$ cat src/rtl/dac_reg_link.sv
module dac_reg_link #(
  parameter int HALF_CYC = 2
) (
  input  logic        clk,
  input  logic        rst_n,
  input  logic        req_valid,
  input  logic        req_read,
  input  logic [6:0]  req_addr,
  input  logic [15:0] req_wdata,
  output logic        busy,
  output logic [15:0] rd_data,
  output logic        rd_valid,
  output logic        cs_n,
  output logic        sclk,
  output logic        mosi,
  input  logic        miso
);
  localparam int CW        = (HALF_CYC > 1) ? $clog2(HALF_CYC) : 1;
  localparam int FRAME_LEN = 24;
  localparam int LAST_HALF = 2 * FRAME_LEN - 1;

  typedef enum logic [1:0] {S_IDLE, S_LEAD, S_XFER} state_t;

  state_t      st;
  logic [CW-1:0] cnt;
  logic [5:0]  half;
  logic [23:0] tx_sh;
  logic [23:0] rx_sh;
  logic        is_rd;
  logic        second;

  wire tick   = (cnt == CW'(HALF_CYC - 1));
  wire accept = req_valid && (st == S_IDLE);

  assign busy = (st != S_IDLE);
  assign mosi = !cs_n && tx_sh[23];

  always_ff @(posedge clk) begin
    if (!rst_n) begin
      st       <= S_IDLE;
      cnt      <= '0;
      half     <= '0;
      tx_sh    <= '0;
      rx_sh    <= '0;
      is_rd    <= 1'b0;
      second   <= 1'b0;
      cs_n     <= 1'b1;
      sclk     <= 1'b0;
      rd_data  <= '0;
      rd_valid <= 1'b0;
    end else begin
      rd_valid <= 1'b0;
      if (st != S_IDLE) cnt <= tick ? '0 : cnt + 1'b1;
      case (st)
        S_IDLE: if (accept) begin
          st     <= S_LEAD;
          cnt    <= '0;
          is_rd  <= req_read;
          second <= 1'b0;
          tx_sh  <= {req_read, req_addr, req_read ? 16'h0000 : req_wdata};
        end
        S_LEAD: if (tick) begin
          cs_n <= 1'b0;
          half <= '0;
          st   <= S_XFER;
        end
        S_XFER: if (tick) begin
          if (!half[0]) begin
            sclk  <= 1'b1;
            rx_sh <= {rx_sh[22:0], miso};
            half  <= half + 1'b1;
          end else begin
            sclk <= 1'b0;
            if (half == 6'(LAST_HALF)) begin
              cs_n <= 1'b1;
              if (is_rd && !second) begin
                second <= 1'b1;
                tx_sh  <= '0;
                st     <= S_LEAD;
              end else begin
                st <= S_IDLE;
                if (is_rd) begin
                  rd_data  <= rx_sh[15:0];
                  rd_valid <= 1'b1;
                end
              end
            end else begin
              tx_sh <= {tx_sh[22:0], 1'b0};
              half  <= half + 1'b1;
            end
          end
        end
        default: st <= S_IDLE;
      endcase
    end
  end
endmodule


$ cat config.mk
export PLATFORM = sky130hd
export DESIGN_NAME = dac_reg_link
export DESIGN_NICKNAME = d
export VERILOG_FILES = /design/src/rtl/dac_reg_link.sv
export SDC_FILE = /design/constraint.sdc
export NUM_CORES = 1
export LEC_CHECK = 0
export ABC_CLOCK_PERIOD_IN_PS = 1900
export BUFFER_PORTS_ARGS = -buffer_cell sky130_fd_sc_hd__buf_2
export CAP_MARGIN = 30
export CORE_MARGIN = 3
export CORE_UTILIZATION = 23
export CTS_BUF_LIST = sky130_fd_sc_hd__clkbuf_2
export DETAILED_ROUTE_END_ITERATION = 7
export PLACE_DENSITY = 0.48
export SYNTH_ARGS = -nofsm -noshare
export SYNTH_HDL_FRONTEND = slang
export SYNTH_SLANG_ARGS = --single-unit
export TNS_END_PERCENT = 10
$ cat constraint.sdc
create_clock -name clk -period 1.9 [get_ports clk]
set_input_delay 0.38 -clock clk [delete_from_list [all_inputs] [get_ports clk]]
set_output_delay 0.38 -clock clk [all_outputs]
set_load 0.02 [all_outputs]
==> flow_metrics.tcl, run 1 <==
set metrics [dict create \
    grtUsageTotal 0.105 \
    cts_buffer_depth 2 \
    dp_hpwl_mm 4.97 \
    critPathMaxFanout 4 \
    fin_worst_skew_ns 0.0206 \
    top_level_ports 49 \
    reg2reg_to "tx_sh[5]" \
    rrSetupSlack_ns 0.10 \
    grt_pass1_wl_mm 12.2 \
    drv_cap 0 \
    cts_hold_buf 0 \
    p_leak_nw 1.43 \
    die_y_um 121 \
    synthArstFlopShare 0 \
    worstSkewPairLatency_ns 0.55 \
    syn_nets 371 \
    clk_pin_slew_ns 0.20 \
    fmax_mhz 539 \
    yosys_warnings 0 \
    cp.required_ns 1.52 \
    vdd_drop_max_mv 0.292 \
    tightest_slew_ns 0.476 \
    min_to "rx_sh[0]" \
    setup_viol 0 \
    min-delay-start "miso" \
    rsz0062_at_grt "yes" \
    synth_seq_cells 70 \
    avgSynthCellArea_um2 8.92 \
    finalCriticalPeriod_ns 1.85 \
    ys_seq_area_frac 0.459 \
    gp_congestion 0.760 \
    drtPass1Iterations 4 \
    post_drt_wl_per_cell_um 12.9 \
    drc_errors 0 \
    ant_nets 0 \
    critPathLaunchType "flip-flop" \
    core_um2 12800 \
    fillers 1360 \
    dieArea_um2 14700 \
    drive_gt1_frac 0.262 \
    htree_num_levels 3 \
    cts_buffers 9 \
    drtIter0Drc 113 \
    power_w 0.00265 \
    io_buffer_count 48 \
    fin_util 0.294 \
    cts_tree "yes" \
    synthCells 342 \
    grt_max_degree 42 \
    drt_wl_total_mm 7.46 \
    start_util 0.239 \
    netlist_area_um2 3050 \
    final_max_slew_viol_count 0 \
    grt_pass1_vias 2530 \
    finalCritPeriodShare 0.976 \
    hold_class "primary input to flip-flop" \
    reg2regPathDepth 7 \
    synth_edf_count 0 \
    power_density_nw_per_um2 706 \
    num_vias 2597 \
    setup_tns_ns 0 \
    cp-end-kind "output pin" \
    slew_headroom 0.681 \
    num_rows 41 \
    die_w_um 121 \
    synth-main-ff-cell "dfxtp_1" \
    path_class "flip-flop to output pin" \
    clock-root-buffer "clkbuf_2" \
    cts.sinks 70 \
    hold_viol 0 \
    holdWs_ns 0.0607 \
    via_per_inst 4.49 \
    ys_types 48 \
    nets 429 \
    min_delay_path_depth 3 \
    outcome "finished, final reports clean" \
    grt_remaining_overflow 0 \
    grt_antenna_before_repair 0 \
    worstPathArrival_ns 1.47 \
    syn_to_final_growth_pct 23.0 \
    reg2reg_from "st[1]" \
]
[layer usage]
metal / track usage / wire [µm] / vias up
met5: 0 / 0 / -
met4: 0.0567 / 129 / 0
met3: 0.0303 / 320 / 12
met2: 0.156 / 3390 / 41
met1: 0.139 / 3620 / 1209
li1: - / - / 1335
[repair_timing]
item                       CTS  global route
setup endpoints to repair    1            25
cloned                       0             1
setup buffers                2             0
pin swaps                    1             0
resized for setup            7             6
[logic make-up (layout without fill, tap and decap cells)]
family	after synthesis	in the layout	share of synthesized area
and+or+nand+nor	121	121	0.180
AOI/OAI and AO/OA	86	86	0.193
DFF	70	70	0.459
buffers and inverters	32	95	0.0590
muxes	31	31	0.102
adders and majority gates	1	1	0.00410
xor gates and xnor gates	1	1	0.00287
other	0	1	0
[sequential cells by signal (all words and copies together), names as in the netlist, 2 cells and up]
register and flops:
st 2, rx_sh 16, half 6, tx_sh 24
rd_data 16
[critical path, stage by stage, from the launching register on]
cell	delay (ns)
dfxtp_4	0.39
buf_4	0.14
nor2_4	0.10
buf_6	0.11
inv_1	0.04
buf_2	0.15
[final cells by class]
class | instances | area [µm²] | share of cell area
inverter | 4 | 15.0 | 0.00400
antenna | 1 | 2.50 | 0.000667
clock buffer | 10 | 50.0 | 0.0133
clock inverter | 6 | 52.6 | 0.0140
multi-input combinational | 240 | 1500 | 0.399
timing repair buffer | 75 | 514 | 0.137
sequential | 70 | 1410 | 0.375
tap | 172 | 215 | 0.0574
[cell usage in the layout, fill, tap and decap left out, drive strengths merged, types with 5 or more instances in the layout]
master,netlist,layout
a21oi,32,32
a32oi,15,15
buf,16,74
clkbuf,12,11
clkinv,0,5
dfxtp,70,70
mux2i,31,31
nand2,66,66
nor2,24,24
o21ai,14,14
o221a,8,8
[cells in the mapped netlist (all sizes together) (2+ instances only)]
library cell  number  share of area
nand3b             4          0.011
inv                4         0.0049
nor2b              3         0.0062
and2               3         0.0062
o21ai             14          0.023
buf               16          0.039
clkbuf            12          0.015
nand2b             3         0.0062
nand3              4         0.0066
o31ai              2         0.0049
o211ai             3         0.0074
dfxtp             70           0.46
or2                2         0.0041
a31oi              4         0.0082
mux2i             31           0.10
o221a              8          0.030
a21oi             32          0.054
a32oi             15          0.043
nor2              24          0.030
nor3               2         0.0049
nand2             66          0.081
nand4              3         0.0062
[power by group]
part	switching, W	total (W)	internal [W]
Clock	0.000535	0.000830	0.000294
Sequential	0.0000303	0.00154	0.00151
Combinational	0.000145	0.000281	0.000135
[worst max-delay path by stage]
| stage | from | endpoint | slack [ns] | cells past startpoint |
|---|---|---|---|---|
| after floorplan | half[1] | tx_sh[19] | 0.16 | 8 |
| after global placement | half[1] | half[0] | 0.11 | 5 |
| after detailed placement | half[1] | half[0] | 0.10 | 5 |
| after CTS | st[1] | busy | 0.004 | 5 |
| after global routing | st[0] | busy | -0.05 | 4 |
| final | st[1] | busy | 0.05 | 5 |
[metrics by stage]
step | instance area [µm²] | setup WS [ns] | std cells
after detailed placement | 3580 | 0.100 | 558
after CTS | 3710 | 0.00362 | 576
after global routing | 3750 | -0.0526 | 577
after global placement | 3580 | 0.114 | 558
after floorplan | 3050 | 0.160 | 342
final | 3750 | 0.0454 | 578
No activity file was read; power rests on OpenSTA's default activity.
==> inputs of run 2 (changes only) <==
- ABC_AREA: not set -> 1
- ABC_CLOCK_PERIOD_IN_PS: 1900 -> 2200
- clock period: 1.9 -> 2.2 ns (I/O delays scaled with it)
==> run 2 against run 1 <==
Against the previous run: clock skew rose by 0.0060 ns; non-clock buffer count down 15; worst hold slack improved by 0.10 ns; global-route usage fell by 0.10 points; design area is 4.2% lower; register-to-register slack gained 0.14 ns; largest cell class is now flip-flops and latches.
==> flow_metrics.tcl, run 2 <==
set metrics [dict create \
    syn_to_final_growth_pct 18.7 \
    synthCells 436 \
    cp.required_ns 2.62 \
    p_leak_nw 1.68 \
    grt_pass1_vias 2600 \
    tightest_slew_ns 0.573 \
    start_util 0.237 \
    fmax_mhz 509 \
    cts_resized 0 \
    synth_top_area_frac 0.462 \
    hold_class "primary input to flip-flop" \
    ys_seq_area_frac 0.462 \
    synth_seq_cells 70 \
    synthArstFlopShare 0 \
    vdd_drop_max_mv 0.406 \
    fin_worst_skew_ns 0.0266 \
    synth-compound-area-share 0.152 \
    final_max_slew_viol_count 0 \
    synth_mux_area_frac 0 \
    synthSimpleGateAreaFrac 0.296 \
    cts_buffers 9 \
    grt_pass1_wl_mm 12.3 \
    hold_viol 0 \
    synth-xor-area-share 0.00289 \
    gp_congestion 0.790 \
    critPathLaunchType "flip-flop" \
    highest_layer "met4" \
    diodes 0 \
    io_buffer_count 48 \
    critPathMaxFanout 10 \
    drtPass1Iterations 6 \
    post_drt_wl_per_cell_um 11.0 \
    yosysMostFrequentCell "nand2_1" \
    finalCriticalPeriod_ns 1.96 \
    core_um2 12800 \
    power_density_nw_per_um2 1060 \
    drv_cap 0 \
    dp_hpwl_mm 4.91 \
    grt_antenna_before_repair 0 \
    path_class "flip-flop to flip-flop" \
    die_w_um 121 \
    nets 514 \
    outcome "finished, final reports clean" \
    grtUsageTotal 0.104 \
    avgSynthCellArea_um2 6.95 \
    synth_common_cells "103 x nand2_1, 100 x nor2_1, 70 x dfxtp_1, 55 x o21ai_0, 26 x inv_1" \
    wl_met2_mm 3.25 \
    grt_remaining_overflow 0 \
    dieArea_um2 14600 \
    drc_errors 0 \
    final_cell_mix "103 x nand2_1, 100 x nor2_1, 70 x dfxtp_1" \
    via_per_inst 4.20 \
    top_level_ports 49 \
    cp-end-kind "flip-flop" \
    synth_edf_count 0 \
    grt_max_degree 33 \
    worstPathArrival_ns 2.39 \
    rsz0062_at_grt "no" \
    met3WireLength_um 404 \
    synth_top_family_by_area "simple AND/OR/NAND/NOR gates" \
    ys_types 24 \
    htree_num_levels 3 \
    final_common_cell "nand2_1" \
    synth-main-ff-cell "dfxtp_1" \
    setup_viol 0 \
    worstSkewPairLatency_ns 0.53 \
    syn_nets 465 \
    slew_headroom 0.618 \
    synth_fa_ha_area_frac 0.00413 \
    largest_reg_flops 24 \
    clk_pin_slew_ns 0.22 \
    yosysTopAreaCell "dfxtp_1" \
    wl_met1_mm 3.55 \
    drive_gt1_frac 0.184 \
    setup_tns_ns 0 \
    drtIter0Drc 194 \
    die_y_um 121 \
    finalCritPeriodShare 0.892 \
    power_w 0.00382 \
    cts_buffer_depth 2 \
    yosys_warnings 0 \
    drt_wl_total_mm 7.29 \
    num_rows 41 \
    cts.sinks 70 \
    cts_tree "yes" \
    synth_area_leaders "dfxtp_1 46%, nand2_1 13%, nor2_1 12%" \
    ant_nets 0 \
    clock-root-buffer "clkbuf_2" \
    netlist_area_um2 3030 \
    regMostFlops "tx_sh" \
    num_vias 2781 \
    top_regs "tx_sh x24, rd_data x16, rx_sh x16" \
]
==> run 2: cell count changes in the layout (fill, tap and decap cells not counted), moves of 8 or more <==
cell     change
nor2_1      +77
o21ai_0     +44
nand2_1     +37
mux2i_1     -31
inv_1       +22
a32oi_1     -15
buf_4        -9
a21oi_1      -8
nand3_1      +8
==> run 2: final timing paths <==
check	from	end	slack (ns)	cells past startpoint
worst max-delay path	half[0]	tx_sh[4]	0.24	10
worst min-delay path	miso	rx_sh[0]	0.16	3
worst max register to register	half[0]	tx_sh[4]	0.24	10
worst min register to register	sclk	sclk	0.48	2
==> run 2: area by class of cell <==
type,instances,area [µm²]
inverter,32,120
fill,1435,9180
sequential,70,1400
multi-input combinational,312,1380
clock buffer,9,45.0
clock inverter,7,103
timing repair buffer,60,330
tap,172,215
==> run 2: report_power, final <==
group          total (W)  internal, W  switching, W
registers        0.00165      0.00151      0.000138
logic            0.00126     0.000449      0.000816
clock network   0.000909     0.000390      0.000519
==> run 2: cell families (layout without fill, tap and decap cells) <==
kind of cell | Yosys count | count (layout)
compound gates | 87 | 87
xor+xnor | 1 | 1
fa+ha+maj | 1 | 1
buf+inv | 54 | 108
flops | 70 | 70
simple gates | 223 | 223
==> run 2: stage by stage <==
| stage | cell area, µm² | setup WS [ns] | cells | hold WS [ns] | util |
|---|---|---|---|---|---|
| after detailed placement | 3410 | 0.268 | 641 | 0.458 | 0.267 |
| after CTS | 3560 | 0.213 | 657 | 0.102 | 0.279 |
| after global routing | 3600 | 0.0233 | 662 | 0.0995 | 0.282 |
| after floorplan | 3030 | 0.645 | 436 | 0.441 | - |
| final | 3600 | 0.237 | 662 | 0.161 | 0.282 |
| after global placement | 3410 | 0.317 | 641 | 0.452 | 0.267 |
==> run 2: per-layer routing <==
layer	global-route usage	up-vias
met5	0	-
met1	0.134	1236
met3	0.0379	8
met2	0.163	61
li1	-	1476
met4	0.0340	0
==> run 2: critical path: stages (launching register included) <==
cell and delay, ns:
dfxtp_1 0.53, ha_1 0.25, nand3_2 0.16, nor2_4 0.18
nand3_1 0.10, clkinv_1 0.08, nor2_4 0.05, buf_4 0.14
buf_4 0.16, o21ai_0 0.16, nor2_1 0.05
==> run 2: repair_timing <==
action                                  4_1_cts  5_1_grt
hold buffers                                  0        0
endpoints found under the hold margin         0        0
endpoints found under the setup margin        0        1
setup buffers                                 0        5
